===== src/rtl/wpm_pkg.sv =====
package wpm_pkg;

    typedef enum logic [1:0] {
        WIN_HOLD = 2'd0,
        WIN_DEC  = 2'd1,
        WIN_INC  = 2'd2,
        WIN_LOAD = 2'd3
    } win_op_e;

    typedef struct packed {
        logic save;
        logic restore;
        logic exc_dec;
        logic ctl_wr;
    } win_req_t;

    typedef struct packed {
        win_op_e op;
        logic    chk_lo;
        logic    chk_hi;
        logic    sp_upd;
    } win_dec_t;

    localparam int TRAP_W = 6;
    localparam logic [TRAP_W-1:0] TRAP_NONE  = 6'd0;
    localparam logic [TRAP_W-1:0] TRAP_UNDER = 6'd1;
    localparam logic [TRAP_W-1:0] TRAP_OVER  = 6'd2;

    function automatic win_dec_t decode_req(input win_req_t r);
        win_dec_t d;
        d.op     = WIN_HOLD;
        d.chk_lo = 1'b0;
        d.chk_hi = 1'b0;
        d.sp_upd = 1'b0;
        if (r.ctl_wr) begin
            d.op = WIN_LOAD;
        end else if (r.save || r.exc_dec) begin
            d.op     = WIN_DEC;
            d.chk_lo = r.save;
            d.sp_upd = r.save;
        end else if (r.restore) begin
            d.op     = WIN_INC;
            d.chk_hi = 1'b1;
        end
        return d;
    endfunction

endpackage


===== src/rtl/wpm_arbiter.sv =====
module wpm_arbiter
    import wpm_pkg::*;
(
    input  logic     save_req,
    input  logic     restore_req,
    input  logic     exc_dec_req,
    input  logic     ctl_we,
    output win_dec_t dec
);
    win_req_t req;

    always_comb begin
        req.save    = save_req;
        req.restore = restore_req;
        req.exc_dec = exc_dec_req;
        req.ctl_wr  = ctl_we;
        dec         = decode_req(req);
    end

endmodule


===== src/rtl/wpm_limit_check.sv =====
module wpm_limit_check
    import wpm_pkg::*;
#(
    parameter int CWP_W    = 5,
    parameter int LO_LIMIT = 1,
    parameter int HI_LIMIT = 14
) (
    input  logic [CWP_W-1:0]  cwp_old,
    input  logic              chk_lo,
    input  logic              chk_hi,
    output logic              hit,
    output logic [TRAP_W-1:0] code
);
    localparam logic [CWP_W-1:0] LO_V = CWP_W'(LO_LIMIT);
    localparam logic [CWP_W-1:0] HI_V = CWP_W'(HI_LIMIT);

    logic at_lo;
    logic at_hi;

    always_comb begin
        at_lo = (cwp_old == LO_V);
        at_hi = (cwp_old == HI_V);
        hit   = 1'b0;
        code  = TRAP_NONE;
        if (chk_lo && at_lo) begin
            hit  = 1'b1;
            code = TRAP_UNDER;
        end else if (chk_hi && at_hi) begin
            hit  = 1'b1;
            code = TRAP_OVER;
        end
    end

endmodule


===== src/rtl/wpm_sp_calc.sv =====
module wpm_sp_calc #(
    parameter int DATA_W = 32,
    parameter int IMM_W  = 8
) (
    input  logic              clk,
    input  logic              rst,
    input  logic              upd,
    input  logic [DATA_W-1:0] fp_in,
    input  logic [IMM_W-1:0]  imm,
    output logic              sp_we,
    output logic [DATA_W-1:0] sp_wdata
);
    localparam int PAD_W = DATA_W - IMM_W - 2;

    logic [DATA_W-1:0] offset;
    logic [DATA_W-1:0] sp_next;

    always_comb begin
        offset  = {{PAD_W{1'b0}}, imm, 2'b00};
        sp_next = fp_in - offset;
    end

    always_ff @(posedge clk) begin
        if (rst) begin
            sp_we    <= 1'b0;
            sp_wdata <= '0;
        end else begin
            sp_we <= upd;
            if (upd) begin
                sp_wdata <= sp_next;
            end
        end
    end

endmodule


===== src/rtl/wpm_window_ctrl.sv =====
module wpm_window_ctrl
    import wpm_pkg::*;
#(
    parameter int CWP_W    = 5,
    parameter int LO_LIMIT = 1,
    parameter int HI_LIMIT = 14,
    parameter int DATA_W   = 32,
    parameter int IMM_W    = 8
) (
    input  logic              clk,
    input  logic              rst,
    input  logic              save_req,
    input  logic              restore_req,
    input  logic              exc_dec_req,
    input  logic              ctl_we,
    input  logic [CWP_W-1:0]  ctl_wdata,
    input  logic [DATA_W-1:0] fp_in,
    input  logic [IMM_W-1:0]  save_imm,
    output logic [CWP_W-1:0]  cwp,
    output logic              trap_req,
    output logic [5:0]        trap_code,
    output logic              ctl_hazard,
    output logic              sp_we,
    output logic [DATA_W-1:0] sp_wdata
);
    localparam logic [CWP_W-1:0] LO_V  = CWP_W'(LO_LIMIT);
    localparam logic [CWP_W-1:0] HI_V  = CWP_W'(HI_LIMIT);
    localparam logic [CWP_W-1:0] ONE_V = CWP_W'(1);

    win_dec_t          dec;
    logic              hit;
    logic [TRAP_W-1:0] code;
    logic [CWP_W-1:0]  cwp_next;

    wpm_arbiter u_arb (
        .save_req    (save_req),
        .restore_req (restore_req),
        .exc_dec_req (exc_dec_req),
        .ctl_we      (ctl_we),
        .dec         (dec)
    );

    wpm_limit_check #(
        .CWP_W    (CWP_W),
        .LO_LIMIT (LO_LIMIT),
        .HI_LIMIT (HI_LIMIT)
    ) u_lim (
        .cwp_old (cwp),
        .chk_lo  (dec.chk_lo),
        .chk_hi  (dec.chk_hi),
        .hit     (hit),
        .code    (code)
    );

    wpm_sp_calc #(
        .DATA_W (DATA_W),
        .IMM_W  (IMM_W)
    ) u_sp (
        .clk      (clk),
        .rst      (rst),
        .upd      (dec.sp_upd),
        .fp_in    (fp_in),
        .imm      (save_imm),
        .sp_we    (sp_we),
        .sp_wdata (sp_wdata)
    );

    always_comb begin
        unique case (dec.op)
            WIN_DEC:  cwp_next = cwp - ONE_V;
            WIN_INC:  cwp_next = cwp + ONE_V;
            WIN_LOAD: cwp_next = ctl_wdata;
            default:  cwp_next = cwp;
        endcase
    end

    always_ff @(posedge clk) begin
        if (rst) begin
            cwp        <= HI_V;
            trap_req   <= 1'b0;
            trap_code  <= TRAP_NONE;
            ctl_hazard <= 1'b0;
        end else begin
            cwp        <= cwp_next;
            trap_req   <= hit;
            trap_code  <= code;
            ctl_hazard <= (dec.op == WIN_LOAD);
        end
    end

    // Assertions kept beside the pointer and trap registers they guard.
    assert_reset_val_R1: assert property (@(posedge clk)
        rst |=> (cwp == HI_V && !trap_req && !ctl_hazard && !sp_we));

    assert_save_step_R2: assert property (@(posedge clk) disable iff (rst)
        (save_req && !ctl_we) |=> (cwp == CWP_W'($past(cwp) - ONE_V) && sp_we));

    assert_restore_step_R3: assert property (@(posedge clk) disable iff (rst)
        (restore_req && !save_req && !exc_dec_req && !ctl_we)
        |=> (cwp == CWP_W'($past(cwp) + ONE_V)));

    assert_underflow_R4: assert property (@(posedge clk) disable iff (rst)
        (save_req && !ctl_we && cwp == LO_V)
        |=> (trap_req && trap_code == TRAP_UNDER && cwp == CWP_W'(LO_V - ONE_V)));

    assert_overflow_R5: assert property (@(posedge clk) disable iff (rst)
        (restore_req && !save_req && !exc_dec_req && !ctl_we && cwp == HI_V)
        |=> (trap_req && trap_code == TRAP_OVER));

    assert_exc_no_trap_R6: assert property (@(posedge clk) disable iff (rst)
        (exc_dec_req && !save_req && !ctl_we) |=> !trap_req);

    assert_load_hazard_R8: assert property (@(posedge clk) disable iff (rst)
        ctl_we |=> (ctl_hazard && cwp == $past(ctl_wdata) && !trap_req && !sp_we));

    assert_code_idle_R10: assert property (@(posedge clk) disable iff (rst)
        !trap_req |-> (trap_code == TRAP_NONE));

endmodule


===== config.mk =====
export PLATFORM = sky130hd
export DESIGN_NAME = wpm_window_ctrl
export DESIGN_NICKNAME = d
export VERILOG_FILES = /design/src/rtl/wpm_pkg.sv /design/src/rtl/wpm_arbiter.sv /design/src/rtl/wpm_limit_check.sv /design/src/rtl/wpm_sp_calc.sv /design/src/rtl/wpm_window_ctrl.sv
export SDC_FILE = /design/constraint.sdc
export NUM_CORES = 1
export LEC_CHECK = 0
export BUFFER_PORTS_ARGS = -buffer_cell sky130_fd_sc_hd__buf_2
export CAP_MARGIN = 20
export CORE_ASPECT_RATIO = 0.5
export CORE_MARGIN = 2
export CORE_UTILIZATION = 44
export CTS_CLUSTER_DIAMETER = 200
export DETAILED_ROUTE_END_ITERATION = 8
export PLACE_DENSITY = 0.87
export SLEW_MARGIN = 30
export SYNTH_ARGS = -nofsm -noshare
export SYNTH_HDL_FRONTEND = slang
export SYNTH_SLANG_ARGS = --single-unit

===== constraint.sdc =====
create_clock -name clk -period 2.6 [get_ports clk]
set_input_delay 0.13 -clock clk [delete_from_list [all_inputs] [get_ports clk]]
set_output_delay 0.13 -clock clk [all_outputs]
set_load 0.005 [all_outputs]

==> key figures <==
Yosys
  – Seq/Total Area, Yosys: 0.331
  – Number of synthesized register bits: 42
  – Post-synth top cells: 42 x dfxtp_1, 36 x nor2_1, 17 x a311oi_1
  – Unique masters post-synth: 56
  – Cell count after synthesis: 304
  – Async SR Flop Fraction: 0
  – Area share of the largest cell type after synthesis: 0.331
  – Post-Syn Area: 2540 µm²
  – Top-count cell post-synth: dfxtp_1
  – Post-synth EDFFs: 0
  – Largest cells by area after synthesis: dfxtp_1 33%, ha_1 5.9%, a311oi_1 5.9%
  – Synth warnings: 0
  – Syn_area_per_cell: 8.36 µm²
  – Cell accounting for the most synthesized area: dfxtp_1
  – Top_reg_cell synth: dfxtp_1

STA
  – Fin crit share: 0.922
  – Final Skew: 0.000985 ns
  – Minimum clock period after layout: 2.40 ns
  – FMAX: 417 MHz
  – Slew @ Worst Pin: 0.547 ns
  – RSZ-0062 raised after global routing: no
  – Setup TNS Final: 0 ns
  – Max-slew violations: 0
  – Max-slew headroom: 0.635
  – Fin. Hold Viols: 0
  – Final number of setup-violating endpoints: 0

Setup path
  – Critical path launch point type: primary input
  – CP bufs+invs: 3
  – Worst setup EP type: flip-flop
  – Worst-path maximum fanout: 13
  – Worst-path cell chain: buf_2 > inv_1 > ha_1 > inv_1 > fa_1 > a21o_1 > a221o_2 > a311o_2 > or4_1 > a311oi_1
  – Critical Path AT: 2.59 ns
  – CP dominant cell by count: inv_1
  – Worst Path Required: 2.80 ns
  – Worst setup path class: in -> reg
  – Kind of cell adding the most delay to the critical path: compound AO/OA/AOI/OAI gates
  – Max stage delay on crit path: 0.50 ns
  – Slowest cell on the critical path: a311o_2

Pwr
  – Power Density: 581 nW/µm²
  – Peak VDD IR: 323 µV
  – Overall Power: 1.90 mW
  – Leak: 1.45 nW

Cells and area
  – Cell area after layout: 3270 µm²
  – Non-filler cells, final: 467
  – Layout area overhead: 28.8%
  – Final #Nets: 457
  – Fraction of layout cells with a size suffix above 1: 0.320
  – N_diodes: 0

Clock tree
  – CTS Root Buffer Type: clkbuf_16
  – Post-CTS Setup Bufs: 0
  – Clk slew on worst S/H paths: 0.06 ns
  – CTS max path bufs: 2
  – H-Tree Depth: 2
  – Cts hold-fix bufs: 0
  – CTS resizes: 0
  – Total CTS buffers: 5
  – Sink Count: 42
  – CTS tree: done
  – Clk_lat worst skew: 0.28 ns

Global route
  – Largest net degree at the start of global routing: 57
  – Grt ovf: 0
  – Initial antenna violation count: 0
  – Number of global-route vias before repair: 2179
  – Gr usage total: 0.196
  – First-pass GRT wire length: 10300 µm

Route
  – Top sig layer: met4
  – Wl on met1: 3150 µm
  – Via Count: 2551
  – DRC viols: 0
  – DR WL met3: 295 µm
  – Iteration count of the initial detailed-routing pass: 4
  – Vias per cell: 5.46
  – Initial DRC count: 148
  – Wire length on met2: 2920 µm
  – DRT antenna net count: 0
  – Final wirelength: 6410 µm
  – DR WL/cell: 13.7 µm

Placed design
  – Placed cell area: 3070 µm²
  – Placer Congestion: 0.879
  – Placed insts: 459
  – PortBufs: 92
  – Detail Placement HPWL: 4770 µm

Die
  – Die Ht: 57.7 µm
  – IO Pins: 97
  – Core Box Area: 5520 µm²
  – Die area: 6440 µm²
  – # rows: 19
  – Die Wd: 111 µm
  – Starting Density: 0.461

Min path
  – Hold WC Path Type: in -> reg

Job
  – Max-cap violation count: 0

Status
  – Outcome: finished clean
-- stage by stage --
stage                util  hold slack [ns]  setup WS (ns)
finish              0.593           0.0566          0.204
global route        0.593           0.0529         0.0542
CTS                 0.593           0.0509          0.202
detailed placement  0.557            0.344        -0.0893
global placement    0.557            0.341        -0.0213
floorplan               -            0.252          0.121
-- cell usage in the layout, fill, tap and decap left out, types with 3 or more instances in the layout --
cell        n
a211o_1     3
a211oi_1    8
a21o_1      3
a21oi_1    10
a311oi_1   17
a31oi_1     4
buf_2      92
buf_4      10
clkbuf_16   5
conb_1      4
dfxtp_1    42
ha_1       12
inv_1      13
nand2_1    16
nand2b_1    4
nand3_1     3
nor2_1     36
nor3_1      6
nor4_1      3
o21a_1      3
o21ai_0    10
o31ai_1    10
or2_2       4
or3_1      13
or4_1      14
xnor2_1    11
-- area by class of cell --
type | instances | area [µm²]
sequential | 42 | 841
inverter | 13 | 48.8
tap | 73 | 91.3
clock inverter | 2 | 60.1
fill | 536 | 2240
clock buffer | 6 | 139
multi-input combinational | 229 | 1560
timing repair buffer | 102 | 536
-- kinds of logic after synthesis --
family                   Yosys count  share of synthesized area
buffers and inverters             36                     0.0640
flip-flops                        42                      0.331
XOR/XNOR                          13                     0.0448
other                              1                    0.00148
AO/OA/AOI/OAI                     80                      0.232
multiplexers                       1                    0.00394
AND/OR/NAND/NOR                  118                      0.256
adder cells (fa/ha/maj)           13                     0.0670
-- state kept, by name, summed over array words and instances, names as in the netlist --
signal         flops
u_sp.sp_wdata     32
trap_req           1
u_sp.sp_we         1
cwp                5
trap_code          2
ctl_hazard         1
-- path summary, 6_finish.rpt --
check | cells after the start | from | to | slack [ns]
setup / recovery | 10 | fp_in[2] | u_sp.sp_wdata[26] | 0.20
hold / removal | 2 | ctl_wdata[1] | cwp[1] | 0.06
setup reg to reg | 7 | cwp[0] | cwp[4] | 0.97
hold reg to reg | 2 | u_sp.sp_wdata[5] | u_sp.sp_wdata[5] | 0.45
-- metal layers --
layer | global-route usage | vias up
li1 | - | 1311
met1 | 0.265 | 1173
met2 | 0.334 | 63
met3 | 0.0387 | 4
met4 | 0.0423 | 0
met5 | 0 | -
-- power by group --
group / switching, mW / internal, mW / total (mW)
logic: 0.192 / 0.167 / 0.359
clock network: 0.250 / 0.576 / 0.827
registers: 0.0304 / 0.686 / 0.716
total: 0.472 / 1.43 / 1.90
Note: power is estimated with default switching activity, not from simulation.
